--- config.mk ---
export PLATFORM = sky130hd
export DESIGN_NAME = timer_flag_ctrl
export DESIGN_NICKNAME = d
export VERILOG_FILES = /design/src/rtl/timer_flag_ctrl.sv
export SDC_FILE = /design/constraint.sdc
export NUM_CORES = 1
export LEC_CHECK = 0
export BUFFER_PORTS_ARGS = -buffer_cell sky130_fd_sc_hd__buf_2
export CAP_MARGIN = 20
export CORE_AREA = 4 4 41 43
export CTS_CLUSTER_DIAMETER = 120
export DETAILED_ROUTE_END_ITERATION = 7
export DIE_AREA = 0 0 45 47
export PLACE_DENSITY = 0.84
export SYNTH_ARGS = -nofsm -noshare
export SYNTH_HDL_FRONTEND = slang
export SYNTH_SLANG_ARGS = --single-unit
export TNS_END_PERCENT = 1
--- constraint.sdc ---
create_clock -name clk -period 1.3 [get_ports clk]
set_input_delay 0.065 -clock clk [delete_from_list [all_inputs] [get_ports clk]]
set_output_delay 0.065 -clock clk [all_outputs]
set_load 0.005 [all_outputs]
--- src/rtl/timer_flag_ctrl.sv ---
module timer_flag_ctrl #(
  parameter int CW = 8
) (
  input  logic          clk,
  input  logic          rst_n,
  input  logic          cnt_tick,
  input  logic [CW-1:0] cnt_val,
  input  logic [CW-1:0] cmp_val,
  input  logic          cnt_wrap,
  input  logic          cnt_down,
  input  logic          updown_mode,
  input  logic          async_mode,
  input  logic          psr_done,
  input  logic          gie,
  input  logic          cmp_ie,
  input  logic          ovf_ie,
  input  logic          ack_cmp,
  input  logic          ack_ovf,
  input  logic          reg_wr,
  input  logic          reg_addr,
  input  logic [7:0]    reg_wdata,
  output logic [7:0]    reg_rdata,
  output logic          irq_cmp,
  output logic          irq_ovf,
  output logic          pscl_rst
);

  logic cmp_f, ovf_f, sync_q, psr_q;

  wire wr_flags = reg_wr && !reg_addr;
  wire wr_ctrl  = reg_wr &&  reg_addr;

  wire cmp_set = cnt_tick && (cnt_val == cmp_val);
  wire ovf_set = updown_mode ? (cnt_tick && cnt_val == '0 && cnt_down) : cnt_wrap;
  wire cmp_clr = ack_cmp || (wr_flags && reg_wdata[1]);
  wire ovf_clr = ack_ovf || (wr_flags && reg_wdata[0]);

  wire psr_auto_clr = !sync_q && (!async_mode || psr_done);

  logic unused_bits;
  assign unused_bits = &{1'b0, reg_wdata[6:2]};

  always_ff @(posedge clk) begin
    if (!rst_n) begin
      cmp_f  <= 1'b0;
      ovf_f  <= 1'b0;
      sync_q <= 1'b0;
      psr_q  <= 1'b0;
    end else begin
      if (cmp_set)      cmp_f <= 1'b1;
      else if (cmp_clr) cmp_f <= 1'b0;
      if (ovf_set)      ovf_f <= 1'b1;
      else if (ovf_clr) ovf_f <= 1'b0;
      if (wr_ctrl) sync_q <= reg_wdata[7];
      if (wr_ctrl && reg_wdata[1]) psr_q <= 1'b1;
      else if (psr_auto_clr)       psr_q <= 1'b0;
    end
  end

  assign reg_rdata = reg_addr ? {sync_q, 5'b0, psr_q, 1'b0} : {6'b0, cmp_f, ovf_f};
  assign irq_cmp   = gie && cmp_ie && cmp_f;
  assign irq_ovf   = gie && ovf_ie && ovf_f;
  assign pscl_rst  = psr_q;


  cmp_set_chk: assert property (@(posedge clk) disable iff (!rst_n)
    (cnt_tick && cnt_val == cmp_val) |=> cmp_f);


  wrap_set_chk: assert property (@(posedge clk) disable iff (!rst_n)
    (!updown_mode && cnt_wrap) |=> ovf_f);


  ack_clr_chk: assert property (@(posedge clk) disable iff (!rst_n)
    (ack_cmp && !(cnt_tick && cnt_val == cmp_val)) |=> !cmp_f);


  psr_self_clr_chk: assert property (@(posedge clk) disable iff (!rst_n)
    (psr_q && !sync_q && !async_mode && !(reg_wr && reg_addr && reg_wdata[1])) |=> !psr_q);


  psr_async_hold_chk: assert property (@(posedge clk) disable iff (!rst_n)
    (psr_q && async_mode && !psr_done) |=> psr_q);


  psr_sync_hold_chk: assert property (@(posedge clk) disable iff (!rst_n)
    (psr_q && sync_q) |=> psr_q);


  flag_upper_zero_chk: assert property (@(posedge clk) disable iff (!rst_n)
    !reg_addr |-> reg_rdata[7:2] == 6'b0);

endmodule

==> results.md <==
- Status: finished, final reports clean
- Final instance area: 596.8 um2
- Io pins: 50
- Placeable core area: 1301 um2
- Port bufs: 39
- Hold Path Class: in2reg
- Final period utilization: 0.7785
- Crit path cell chain: mux2_2 > buf_2
- Die area: 2115 um2
- Slew Viols, Final: 0
- Top cell type's share of synthesized area: 0.2092
- Most common flop cell mapped by yosys: dfxtp_1
- Clk sinks: 4
- Vias per cell: 4.515
- Die H: 47 um
- CTS Buffer Depth: 2
- Layout fillers: 136
- Power consumption: 0.4035 mW
- DR pass1 iterations: 1
- Initial Utilization: 0.2942
- First-pass GRT wire length: 1587 um
- Post-Syn Instances: 47
- Largest net degree at the start of global routing: 9
- Mapped Area: 382.9 um2
- CTS Buf Count: 3
- Final WS setup: 288.0 ps
- Leak: 0.3102 nW
- CP endpoint kind: primary output
- Final net count: 129
- GPL Wtd Cong: 0.6931
- Remaining Overflow, GRT: 0
- FP Rows: 13
- CTS tree: yes
- WP data required: 1240 ps
- Hold Vio Cnt, Final: 0
- Netlist cell types: 21
- Sequential-to-total area share from yosys stat: 0.2092
- Max incr delay on CP: 320 ps
- Post-CTS Setup Bufs: 0
- GRT Resource Usage Total: 0.1082
- Fmax: 988.1 MHz
- CP max-delay cell: dfxtp_1
- Worst hold margin: 92.11 ps
- PwrDens: 676.1 nW/um2
- #FFs+latches synth: 4
- Routed Antenna Nets: 0
- Die X: 45 um
- Final setup violation count: 0
- Synth area leader: dfxtp_1
- Core Util, Final: 0.4587
- Worst setup SP type: register
- Most frequent cells after synthesis: 8 x xnor2_1, 5 x buf_4, 4 x dfxtp_1, 4 x nand3_1
- Synthesized area per cell: 8.146 um2
- Post-Place Cell Area: 574.3 um2
- EDFF count, synth: 0
- Final Skew: 0.03975 ps
- Initial antenna violation count: 0
- Setup tns final: 0 ps
- H-tree lvl count: 1
- Clock Tree Root: clkbuf_4
- Dpl cells: 100
- DP Worst Slack: 529.9 ps
- Fin cells: 103
- Max Cap Viol: 0
- Number of diodes: 0
- # resized after CTS: 0
- Post-layout minimum cycle time: 1012 ps
- Area grow syn2layout: 55.88%
- Max Fanout on Critical Path: 3
- Layout cells sized above 1: 0.5114
- Post-CTS Hold Fix Bufs: 0
- Crit path kind: reg2out
- Ys async rst share: 0
- Vias: 465
- VDD IR max: 0.0002146 V
- Worst Path Arrival: 950 ps
- Most frequent cell after synthesis: xnor2_1
- DRC: 0
- Post-Route WL: 1134 um
- DRC marker count from the first detailed-route iteration: 0
- RSZ-0062 raised after global routing: false
- Routed length per instance: 11.01 um
- Clk pin slew, worst setup/hold paths: 40 ps
- Ranking of synthesized cells by area: dfxtp_1 21%, xnor2_1 18%, buf_4 9.8%, nand3_1 5.2%, nor2b_1 4.9%
- Vias in the first global route: 434
- Insertion delay to the later sink of the worst-skew pair: 240 ps
- Synth warnings: 0
==> registers in the layout, indices dropped and copies added (netlist names) <==
register  count
ovf_f         1
pscl_rst      1
cmp_f         1
sync_q        1
==> power breakdown <==
part           internal, mW  switching, mW
registers             0.128        0.00238
clock network         0.103         0.0524
logic                0.0678         0.0499
==> area by class of cell <==
| class | instances | area, um2 | area share |
|---|---|---|---|
| multi-input cells | 39 | 269.0 | 0.4507 |
| repair buffers | 39 | 195.2 | 0.3270 |
| flip-flops and latches | 4 | 80.08 | 0.1342 |
| clock buffers | 3 | 22.52 | 0.03774 |
| well taps | 15 | 18.77 | 0.03145 |
| inverters | 3 | 11.26 | 0.01887 |
==> layout by cell type (no fill, tap or decap), drive strengths merged <==
master    n
mux2      1
nand4     2
nand2     3
dfxtp     4
and2      1
xnor2     8
o2111ai   1
nor4      1
nand3b    1
inv       3
clkbuf    3
a21boi    3
conb      5
nor2b     3
buf      39
o31ai     1
nand3     4
a32oi     1
and3      2
nor4b     1
o21ai     1
==> path summary, 6_finish.rpt <==
check	from	end	slack, ps	cells past startpoint
min	cnt_down	ovf_f	90	3
max reg2reg	sync_q	pscl_rst	630	2
max	cmp_f	reg_rdata[1]	290	2
min reg2reg	sync_q	sync_q	480	2
==> critical path: cells and delay by family, from the launching register on <==
family | cells | cell delay [ps]
buffers and inverters | 1 | 130
muxes | 1 | 260
DFF | 1 | 320
==> layer usage <==
metal / wire length [um] / vias up / GRT usage
li1: - / 240 / -
met1: 381 / 192 / 0.1068
met2: 568 / 31 / 0.1808
met5: 0 / - / 0
met3: 169 / 2 / 0.01916
met4: 14 / 0 / 0.1228
==> logic make-up (layout without fill, tap and decap cells) <==
logic type,count (synthesis),after routing,share of synthesized area
multiplexers,1,1,0.02941
AO/OA/AOI/OAI,7,7,0.1373
buffers and inverters,8,45,0.1275
XOR/XNOR,8,8,0.1830
other,1,5,0.009795
flip-flops,4,4,0.2092
AND/OR/NAND/NOR,18,18,0.3039
(Power assumes the default switching activity.)
